### config.mk
export PLATFORM = sky130hd
export DESIGN_NAME = rinl_bank_locator
export DESIGN_NICKNAME = d
export VERILOG_FILES = /design/src/rtl/rinl_pkg.sv /design/src/rtl/rinl_ring_dec.sv /design/src/rtl/rinl_mesh_step.sv /design/src/rtl/rinl_static_map.sv /design/src/rtl/rinl_bank_locator.sv
export SDC_FILE = /design/constraint.sdc
export NUM_CORES = 1
export LEC_CHECK = 0
export BUFFER_PORTS_ARGS = -buffer_cell sky130_fd_sc_hd__buf_2
export CORE_MARGIN = 3
export CORE_UTILIZATION = 36
export CTS_CLUSTER_DIAMETER = 50
export CTS_CLUSTER_SIZE = 16
export DETAILED_ROUTE_END_ITERATION = 8
export PLACE_DENSITY = 0.78
export SYNTH_ARGS = -nofsm -noshare
export SYNTH_HDL_FRONTEND = slang
export SYNTH_SLANG_ARGS = --single-unit
### constraint.sdc
create_clock -name clk_i -period 1.4 [get_ports clk_i]
set_clock_uncertainty 0.15 [all_clocks]
set_input_delay 0.07 -clock clk_i [delete_from_list [all_inputs] [get_ports clk_i]]
set_output_delay 0.07 -clock clk_i [all_outputs]
set_load 0.05 [all_outputs]
### src/rtl/rinl_pkg.sv
package rinl_pkg;
  typedef enum logic [1:0] {
    KIND_INSTR  = 2'd0,
    KIND_PRIV   = 2'd1,
    KIND_SHARED = 2'd2,
    KIND_RSVD   = 2'd3
  } kind_e;

  typedef enum logic [1:0] {
    DIR_HERE  = 2'd0,
    DIR_LEFT  = 2'd1,
    DIR_DOWN  = 2'd2,
    DIR_RIGHT = 2'd3
  } dir_e;
endpackage

### src/rtl/rinl_ring_dec.sv
module rinl_ring_dec
  import rinl_pkg::*;
(
  input  logic [1:0] rid_i,
  input  logic [1:0] sel_i,
  output dir_e       dir_o
);
  logic signed [2:0] diff;

  assign diff = $signed({1'b0, rid_i}) - $signed({1'b0, sel_i});

  always_comb begin
    unique case (diff)
      3'b000:          dir_o = DIR_HERE;
      3'b111, 3'b011:  dir_o = DIR_RIGHT;  // -1, +3
      3'b001, 3'b101:  dir_o = DIR_LEFT;   // +1, -3
      default:         dir_o = DIR_DOWN;   // +2, -2
    endcase
  end
endmodule

### src/rtl/rinl_mesh_step.sv
module rinl_mesh_step
  import rinl_pkg::*;
#(
  parameter int MESH_W = 4,
  parameter int MESH_H = 4,
  localparam int X_W = (MESH_W > 1) ? $clog2(MESH_W) : 1,
  localparam int Y_W = (MESH_H > 1) ? $clog2(MESH_H) : 1
) (
  input  logic [X_W-1:0] x_i,
  input  logic [Y_W-1:0] y_i,
  input  dir_e           dir_i,
  output logic [X_W-1:0] x_o,
  output logic [Y_W-1:0] y_o
);
  localparam logic [X_W-1:0] X_MAX = X_W'(MESH_W - 1);
  localparam logic [Y_W-1:0] Y_MAX = Y_W'(MESH_H - 1);

  logic [X_W-1:0] x_inc, x_dec;
  logic [Y_W-1:0] y_inc;

  assign x_inc = (x_i == X_MAX) ? '0 : x_i + 1'b1;
  assign x_dec = (x_i == '0) ? X_MAX : x_i - 1'b1;
  assign y_inc = (y_i == Y_MAX) ? '0 : y_i + 1'b1;

  always_comb begin
    x_o = x_i;
    y_o = y_i;
    unique case (dir_i)
      DIR_RIGHT: x_o = x_inc;
      DIR_LEFT:  x_o = x_dec;
      DIR_DOWN:  y_o = y_inc;
      default:   ;
    endcase
  end
endmodule

### src/rtl/rinl_static_map.sv
module rinl_static_map #(
  parameter int ADDR_W  = 32,
  parameter int SEL_LSB = 12,
  parameter int X_W     = 2,
  parameter int Y_W     = 2
) (
  input  logic [ADDR_W-1:0] addr_i,
  output logic [X_W-1:0]    x_o,
  output logic [Y_W-1:0]    y_o
);
  // low bits pick the column, the next ones the row
  assign x_o = addr_i[SEL_LSB +: X_W];
  assign y_o = addr_i[SEL_LSB + X_W +: Y_W];
endmodule

### src/rtl/rinl_bank_locator.sv
module rinl_bank_locator
  import rinl_pkg::*;
#(
  parameter int ADDR_W  = 32,
  parameter int SEL_LSB = 12,
  parameter int MESH_W  = 4,
  parameter int MESH_H  = 4,
  localparam int X_W = (MESH_W > 1) ? $clog2(MESH_W) : 1,
  localparam int Y_W = (MESH_H > 1) ? $clog2(MESH_H) : 1
) (
  input  logic              clk_i,
  input  logic              rst_ni,
  input  logic              req_valid_i,
  input  logic [X_W-1:0]    req_x_i,
  input  logic [Y_W-1:0]    req_y_i,
  input  logic [1:0]        req_rid_i,
  input  logic [ADDR_W-1:0] req_addr_i,
  input  logic [1:0]        req_kind_i,
  input  logic              req_miss_i,
  output logic              rsp_valid_o,
  output logic [X_W-1:0]    dst_x_o,
  output logic [Y_W-1:0]    dst_y_o,
  output logic              remote_o
);
  logic [1:0]     sel;
  dir_e           dir;
  logic [X_W-1:0] clu_x, home_x, nxt_x;
  logic [Y_W-1:0] clu_y, home_y, nxt_y;
  logic           nxt_remote;
  kind_e          kind;

  assign sel  = req_addr_i[SEL_LSB +: 2];
  assign kind = kind_e'(req_kind_i);

  rinl_ring_dec i_ring_dec (
    .rid_i (req_rid_i),
    .sel_i (sel),
    .dir_o (dir)
  );

  rinl_mesh_step #(
    .MESH_W (MESH_W),
    .MESH_H (MESH_H)
  ) i_mesh_step (
    .x_i   (req_x_i),
    .y_i   (req_y_i),
    .dir_i (dir),
    .x_o   (clu_x),
    .y_o   (clu_y)
  );

  rinl_static_map #(
    .ADDR_W  (ADDR_W),
    .SEL_LSB (SEL_LSB),
    .X_W     (X_W),
    .Y_W     (Y_W)
  ) i_static_map (
    .addr_i (req_addr_i),
    .x_o    (home_x),
    .y_o    (home_y)
  );

  always_comb begin
    nxt_remote = 1'b0;
    unique case (kind)
      KIND_INSTR: begin
        if (req_miss_i) begin
          nxt_x      = home_x;
          nxt_y      = home_y;
          nxt_remote = 1'b1;
        end else begin
          nxt_x = clu_x;
          nxt_y = clu_y;
        end
      end
      KIND_PRIV: begin
        nxt_x = req_x_i;
        nxt_y = req_y_i;
      end
      default: begin
        nxt_x = home_x;
        nxt_y = home_y;
      end
    endcase
  end

  always_ff @(posedge clk_i or negedge rst_ni) begin
    if (!rst_ni) begin
      rsp_valid_o <= 1'b0;
      dst_x_o     <= '0;
      dst_y_o     <= '0;
      remote_o    <= 1'b0;
    end else begin
      rsp_valid_o <= req_valid_i;
      if (req_valid_i) begin
        dst_x_o  <= nxt_x;
        dst_y_o  <= nxt_y;
        remote_o <= nxt_remote;
      end
    end
  end
endmodule

## Word-level counts from Yosys, hierarchy flattened

Cells that the tools add are included.

- Bits in registers: 6
- Input bits: 44
- Output and inout bits: 6

- Add/subtract/negate cells: 4
- Equality and inequality tests: 10
- Multiplexer cells: 12
- Reductions and logical operators: 5

Operators with widths:

| kind | count |
|---|---|
| $mux 2 | 6 |
| $pmux 2 s2 | 3 |
| $eq 2x2->1 const B | 4 |
| $eq 3x3->1 const B | 2 |
| $pmux 2 s3 | 1 |
| $add 2x1->2 const B | 2 |
| $eq 2x1->1 const B | 2 |
| $logic_not 2->1 | 2 |
| $reduce_or 2->1 | 2 |
| $eq 3x1->1 const B | 1 |
| $eq 3x2->1 const B | 1 |
| $logic_not 3->1 | 1 |
| $sub 2x2->3 | 1 |
| $mux 1 | 2 |
| $sub 2x1->2 const B | 1 |

## Longest topological paths before layout

Gate-level depths: netlist of the first run.

- Word-level depth: 8
- Mapped depth: 7

## By module

From an unflattened synthesis of the first run, not the netlist that was laid out.

- Cells, all modules: 63
- Area total of the unflattened synthesis: 559.3 µm²

By module, submodules not included:

| module | instances | cells an instance | area each (µm²) |
|---|---|---|---|
| rinl_bank_locator | 1 | 38 | 352.8 |
| rinl_mesh_step | 1 | 15 | 132.6 |
| rinl_ring_dec | 1 | 6 | 43.8 |
| rinl_static_map | 1 | 4 | 30.0 |

## Worst setup path before layout of the first run

No wires, ideal clock.

- Path type: in2reg
- Start point: in req_rid_i[0]
- End point: reg dst_y_o[0]
- Setup time: 0.088 ns
- Arrival: 1.139 ns
- Data required time: 1.162 ns
- Setup slack: 0.022 ns
- Stages: 6
- Path buffers: 1
- Cell sequence: inv_1 > ha_1 > clkbuf_1 > nor4b_2 > o221ai_1 > a41oi_1

- Longest elaborated chain between the ends: 8
- Elaborated cells between the ends (all ways): 13
- Classes of those cells: 1 x add/sub; 5 x eq/ne; 4 x mux; 3 x reduce/logical

Ends and longest elaborated chain:

| what | RTL line | RTL |
|---|---|---|
| start: declaration | rinl_bank_locator.sv:16 | `input logic [1:0] req_rid_i,` |
| $sub 2x2->3 * | rinl_ring_dec.sv:10 | `assign diff = $signed({1'b0, rid_i}) - $signed({1'b0, sel_i});` |
| $eq 3x1->1, or another cell as far along | rinl_ring_dec.sv:13 | `unique case (diff)` |
| $reduce_or 2->1 | rinl_ring_dec.sv:13 |  |
| $pmux 2 s3 * | rinl_ring_dec.sv:13 |  |
| $eq 2x2->1 * | rinl_mesh_step.sv:28 | `unique case (dir_i)` |
| $mux 2 * | rinl_mesh_step.sv:28 |  |
| $mux 2 * | rinl_bank_locator.sv:67 | `if (req_miss_i) begin` |
| $pmux 2 s2 * | rinl_bank_locator.sv:65 | `unique case (kind)` |
| end signal: assignment | rinl_bank_locator.sv:97 | `dst_y_o <= nxt_y;` |
| end: declaration | rinl_bank_locator.sv:22 | `output logic [Y_W-1:0] dst_y_o,` |

Every way passes the cells marked *; elsewhere a longest branch is shown, timed or not.
A chain may end at the register's enable or synchronous reset.

==> out/results.tsv, run 1 <==
metric	value	unit
cts.path.max_buffers	2	
outcome	finished clean	
drcViolationCount	0	
r2r_cells	4	
antenna_left	0	
slew_headroom	0.821	
synth-seq-cells	6	
first_iter_violations	12	
yosysTopAreaCellShare	0.273	
timing.final.hold_violations	0	
final_layout_size_suffix_gt1_frac	0.326	
min_path_type	in -> reg	
routabilityCongestion	0.709	
finish.net_count	145	
ys_warn_count	0	
timing.final.max_slew_violations	0	
fin_crit_sh	0.938	
wl_per_cell	12.3	um
r2r_setup_slack	0.29	ns
viasPerCell	5.31	
dp.final_hpwl	1090	um
synthesis.nets	116	
final_cell_area	743	sq um
floorplan.initialDensity	0.403	
max_freq	762	MHz
final-setup-viol-count	0	
vias	584	
dieArea	2030	sq um
finalCriticalPeriod	1.31	ns
min_delay_worst_endpoint	dst_y_o[1]	
grt_pass1_vias	527	
die_h	45.1	um
hold_path_startpoint	req_addr_i[15]	
yosys.cell_types.count	29	
grt_antenna_before_repair	0	
post_synth_main_area_contributors	dfrtp_1 27%, ha_1 9.1%, o21ai_0 6.4%	
grt.overflow.total	0	
grt.total_usage	0.140	
die_width	45.1	um
r2r-end	dst_x_o[1]	
final_cells	110	
clkLatencyLatePin	0.24	ns
worst_slew_pin_slew	0.265	ns
timing.critical_path.arrival	1.34	ns
endpoint_kind	register	
rsz0062_at_grt	no	
worst_ep_required_time	1.42	ns
cellLeakagePower	0.346	nW
mostFrequentLayoutCell	buf_2	
placed_area	692	sq um
utilization	0.544	
clock_tree_from_tritoncts	built	
yosys.area.top_type	dfrtp_1	
placement.setup.worst_slack	-0.0801	ns
critical_path_class	in -> reg	
timing.rr.start	dst_x_o[1]	
timing.max_cap.violations	0	
cts.sink_count	6	
cts.reportedPaths.clkPinSlew	0.04	ns
p_per_area	819	nW/um^2
totalWireLength	1360	um
min_path_cells	3	
crit_path_max_fanout	12	
avgSynthCellArea	8.10	sq um
grt_start_max_net_pins	13	
wire_length_of_the_first_global_routing_pass	2130	um
design.core.area	1370	sq um
drt_pass_1_iters	4	
yosysSeqAreaShare	0.273	
timing.final.ws_setup	0.0874	ns
io_buffer_count	21	
clk_root_buffer_cell	clkbuf_4	
cts_inserted_buffers	3	
totalNegativeSetupSlack	0	ns
antenna_cells_inserted	0	
commonest_cells_after_routing_fill_and_taps_aside	20 x buf_2, 7 x o21ai_0, 7 x nand2_1	
vdd_drop_max	0.274	mV
synthesis.instances	68	
ioPinCount	50	
kind_of_launch_point_of_the_worst_setup_path	primary input	
area_growth_syn_to_layout	35.0	%
placed_cells	105	
post_synth_instance_area	551	sq um
row_count	13	
h-tree-depth	1	
==> critical path: stages <==
cell and delay (ns):
dlygate4sd3_1 0.53, buf_4 0.17, nor2_1 0.07, a31oi_2 0.19
and4b_1 0.22, nor2_1 0.09
==> what timing repair did <==
item                                   in CTS  in global routing
hold buffers                                2                  0
buffers inserted                            0                  0
endpoints found under the hold margin       7                  0
resized for setup                           0                  3
setup endpoints to repair                   0                  1
==> routing by layer <==
layer / up-vias / track usage / wire length [um]
li1: 302 / - / -
met1: 256 / 0.167 / 557
met2: 22 / 0.243 / 684
met3: 4 / 0.0120 / 91
met4: 0 / 0.0760 / 23
met5: - / 0 / 0
==> stage by stage <==
step | hold WS (ns) | total power [mW]
after detailed placement | -0.253 | 0.449
after CTS | 0.0143 | 0.608
after floorplan | -0.376 | 0.363
after global routing | 0.0278 | 0.641
final | 0.0150 | 0.609
after global placement | -0.257 | 0.441
==> cell usage after synthesis, drive strengths merged <==
master and n:
a21boi 2, a21oi 3, a311oi 1, a31oi 1, a41oi 1, and2 1, and3b 1, and4b 1
buf 1, clkbuf 2, dfrtp 6, ha 4, inv 5, nand2 7, nand2b 1, nand3b 2
nor2 6, nor2b 2, nor3 1, nor3b 2, nor4 1, nor4b 2, o211ai 2, o21ai 7
o221ai 2, o22ai 1, xnor2 2, xor2 1
==> layout make-up <==
class | count | area, sq um
multi-input cells | 54 | 375
clock buffers | 3 | 22.5
fillers | 142 | 623
well taps | 15 | 18.8
repair buffers | 27 | 158
inverters | 5 | 18.8
flip-flops and latches | 6 | 150
==> worst max-delay path by stage <==
stage | depth (start not counted) | slack, ns | from | to
2_1_floorplan | 6 | 0.02 | req_rid_i[0] | dst_y_o[0]
3_3_place_gp | 6 | -0.06 | req_addr_i[12] | dst_x_o[1]
3_5_place_dp | 6 | -0.08 | req_addr_i[12] | dst_x_o[1]
4_1_cts | 6 | 0.05 | req_valid_i | dst_x_o[1]
5_1_grt | 6 | 0.0006 | req_valid_i | dst_x_o[1]
6_report | 6 | 0.09 | req_valid_i | dst_x_o[1]
==> cell families (layout without fill, tap and decap cells) <==
kind of cell               count (synthesis)  count (layout)  synth area share
and+or+nand+nor                           27              27             0.286
AOI/OAI and AO/OA                         20              20             0.232
buffers and inverters                      8              35            0.0568
DFF                                        6               6             0.273
adders and majority gates                  4               4            0.0909
xor gates and xnor gates                   3               3            0.0614
==> sequential cells by signal (all words and copies together) (netlist names) <==
name,count
dst_x_o,2
dst_y_o,2
remote_o,1
rsp_valid_o,1
==> report_power, final <==
group | switching [mW] | leakage (nW) | internal, mW | total (mW)
sequential | 0.00929 | 0.0710 | 0.193 | 0.202
clock | 0.0567 | 0.0138 | 0.0966 | 0.153
combinational | 0.162 | 0.261 | 0.0922 | 0.254
Power figures use the tool's default switching activity.
==> run 2: changes to the inputs <==
--- a/config.mk
+++ b/config.mk
@@ -5,7 +5,7 @@
 export SDC_FILE = /design/constraint.sdc
 export NUM_CORES = 1
 export LEC_CHECK = 0
-export BUFFER_PORTS_ARGS = -buffer_cell sky130_fd_sc_hd__buf_2
+export BUFFER_PORTS_ARGS = -buffer_cell sky130_fd_sc_hd__buf_4
 export CORE_MARGIN = 3
 export CORE_UTILIZATION = 36
 export CTS_CLUSTER_DIAMETER = 50
==> constraint.sdc (replaced) <==
create_clock -name clk_i -period 1.34 [get_ports clk_i]
set_clock_uncertainty 0.15 [all_clocks]
set_input_delay 0.067 -clock clk_i [delete_from_list [all_inputs] [get_ports clk_i]]
set_output_delay 0.067 -clock clk_i [all_outputs]
set_load 0.05 [all_outputs]
==> run 2 against run 1 <==
Against the previous run: power rose by 14%; hold slack got worse by 0.0013 ns; critical path depth did not move; die area did not move; core utilization rose by 5.3 points; combinational power rose by 16%; cell area rose by 9.8%; non-clock buffer count rose by 2; sequential power rose by 6%; global-route usage rose by 0.19 points; first-iteration DRC count rose by 67%; largest cell class unchanged; largest power group unchanged.
==> out/results.tsv, run 2 (same netlist as run 1, synthesis figures left out) <==
metric	value	unit	change
holdWs	0.0137	ns	-0.00129 ns
outcome	finished clean		
final-setup-viol-count	0		unchanged
floorplan.initialDensity	0.403		unchanged
wire_length_of_the_first_global_routing_pass	2120	um	-0.66%
clock_tree_from_tritoncts	built		
cts.path.max_buffers	2		unchanged
clk_root_buffer_cell	clkbuf_4		
r2r_setup_slack	0.20	ns	-0.09 ns
routabilityCongestion	0.819		+15%
dieArea	2030	sq um	unchanged
grt_start_max_net_pins	13		unchanged
area_growth_syn_to_layout	48.2	%	
antenna_left	0		unchanged
vdd_drop_max	0.413	mV	+51%
die_h	45.1	um	unchanged
max_freq	774	MHz	
io_buffer_count	21		unchanged
drcViolationCount	0		unchanged
slew_headroom	0.799		-0.0218
commonest_cells_after_routing_fill_and_taps_aside	25 x buf_4, 7 x o21ai_0, 7 x nand2_1		
critical_path_class	in -> reg		
timing.final.ws_setup	0.0474	ns	-0.0401 ns
cp_slowest_stage_delay	0.55	ns	+0.02 ns
kind_of_launch_point_of_the_worst_setup_path	primary input		
p_per_area	848	nW/um^2	+3.5%
dp.final_hpwl	1110	um	+1.8%
r2r_cells	5		+1
vias	589		+0.86%
cts_inserted_buffers	3		unchanged
antenna_cells_inserted	0		unchanged
grt.overflow.total	0		unchanged
die_width	45.1	um	unchanged
finalCriticalPeriod	1.29	ns	
row_count	13		unchanged
fin_crit_sh	0.965		
drt_pass_1_iters	4		unchanged
crit_path_top_delay_cell	dlygate4sd3_1		
grt_pass1_vias	519		-1.5%
crit_path_top_cell_by_count	nor2_1		
timing.max_cap.violations	0		unchanged
grt_antenna_before_repair	0		unchanged
grt.total_usage	0.142		+0.00187
cts.reportedPaths.clkPinSlew	0.05	ns	about the same
placement.setup.worst_slack	-0.160	ns	-0.0799 ns
timing.critical_path.arrival	1.32	ns	-0.02 ns
viasPerCell	5.21		-1.8%
r2r-end	dst_x_o[1]		
ioPinCount	50		unchanged
n_fill_cell	129		-9.2%
top_layer	met3		
design.core.area	1370	sq um	unchanged
finish.net_count	147		+1.4%
final_layout_size_suffix_gt1_frac	0.337		+0.0104
crit_path_max_fanout	12		unchanged
mostFrequentLayoutCell	buf_4		
wl_per_cell	12.3	um	-0.43%
clkLatencyLatePin	0.25	ns	about the same
overall_power_after_layout	0.692	mW	+14%
timing.rr.start	dst_x_o[1]		
met3_length	101	um	+11%
endpoint_kind	register		
met2RoutedLength	683	um	-0.15%
timing.final.hold_violations	0		unchanged
h-tree-depth	1		unchanged
min_path_type	in -> async		
cts.sink_count	6		unchanged
first_iter_violations	20		+8
largest_registers	dst_x_o x2, dst_y_o x2		
worst_slew_pin_slew	0.297	ns	+0.0322 ns
worst_ep_required_time	1.36	ns	-0.06 ns
timing.final.max_slew_violations	0		unchanged
route.layer.met1.wl	603	um	+8.3%
cellLeakagePower	0.371	nW	+7.3%
critical_path.cell_chain	dlygate4sd3_1 -> buf_6 -> nor2_1 -> a31oi_1 -> and4b_1 -> nor2_1		
totalWireLength	1390	um	+2.3%
-- run 2: metrics by stage --
step / TNS, ns / area (sq um) / utilization / std cells
after floorplan: 0 / 553 / - / 68
final: 0 / 816 / 0.597 / 113
after global placement: -0.357 / 746 / 0.546 / 105
after detailed placement: -0.460 / 746 / 0.546 / 105
after global routing: -0.00725 / 816 / 0.597 / 113
after CTS: 0 / 802 / 0.587 / 112
-- run 2: critical path: cells and delay by family --
kind,cells,cell delay [ns]
buffers and inverters,2,0.69
AND/OR/NAND/NOR,3,0.38
AO/OA/AOI/OAI,1,0.18
-- run 2: report_power, final --
group          leakage, nW  internal (mW)  switching (mW)
Combinational        0.286          0.127           0.168
Clock               0.0150          0.113          0.0704
Sequential          0.0700          0.202          0.0117
-- run 2: worst max-delay path by stage --
stage / start / to / slack [ns] / depth (start not counted)
after floorplan: req_rid_i[0] / dst_x_o[1] / 0.05 / 7
final: req_valid_i / dst_x_o[1] / 0.05 / 6
after global routing: req_valid_i / dst_x_o[1] / -0.007 / 6
after global placement: req_addr_i[12] / dst_x_o[1] / -0.11 / 6
after CTS: req_valid_i / dst_x_o[1] / 0.02 / 6
after detailed placement: req_addr_i[12] / dst_x_o[1] / -0.16 / 6
-- run 2: per-layer routing --
metal / GRT usage / vias up
li1: - / 306
met1: 0.187 / 261
met2: 0.229 / 22
met3: 0.0120 / 0
met4: 0.0702 / 0
met5: 0 / -
-- run 2: cell type report --
class,count,area [sq um],share of cell area
Sequential cell,6,151,0.186
Inverter,5,18.8,0.0230
Multi-Input combinational cell,54,372,0.456
Timing Repair Buffer,29,229,0.281
Clock buffer,4,26.3,0.0322
Tap cell,15,18.8,0.0230
-- run 2: timing repair --
action | CTS | global route
setup buffers | 0 | 1
endpoints found under the setup margin | 0 | 1
hold endpoints to repair | 10 | 0
resized for setup | 0 | 2
hold buffers | 3 | 0
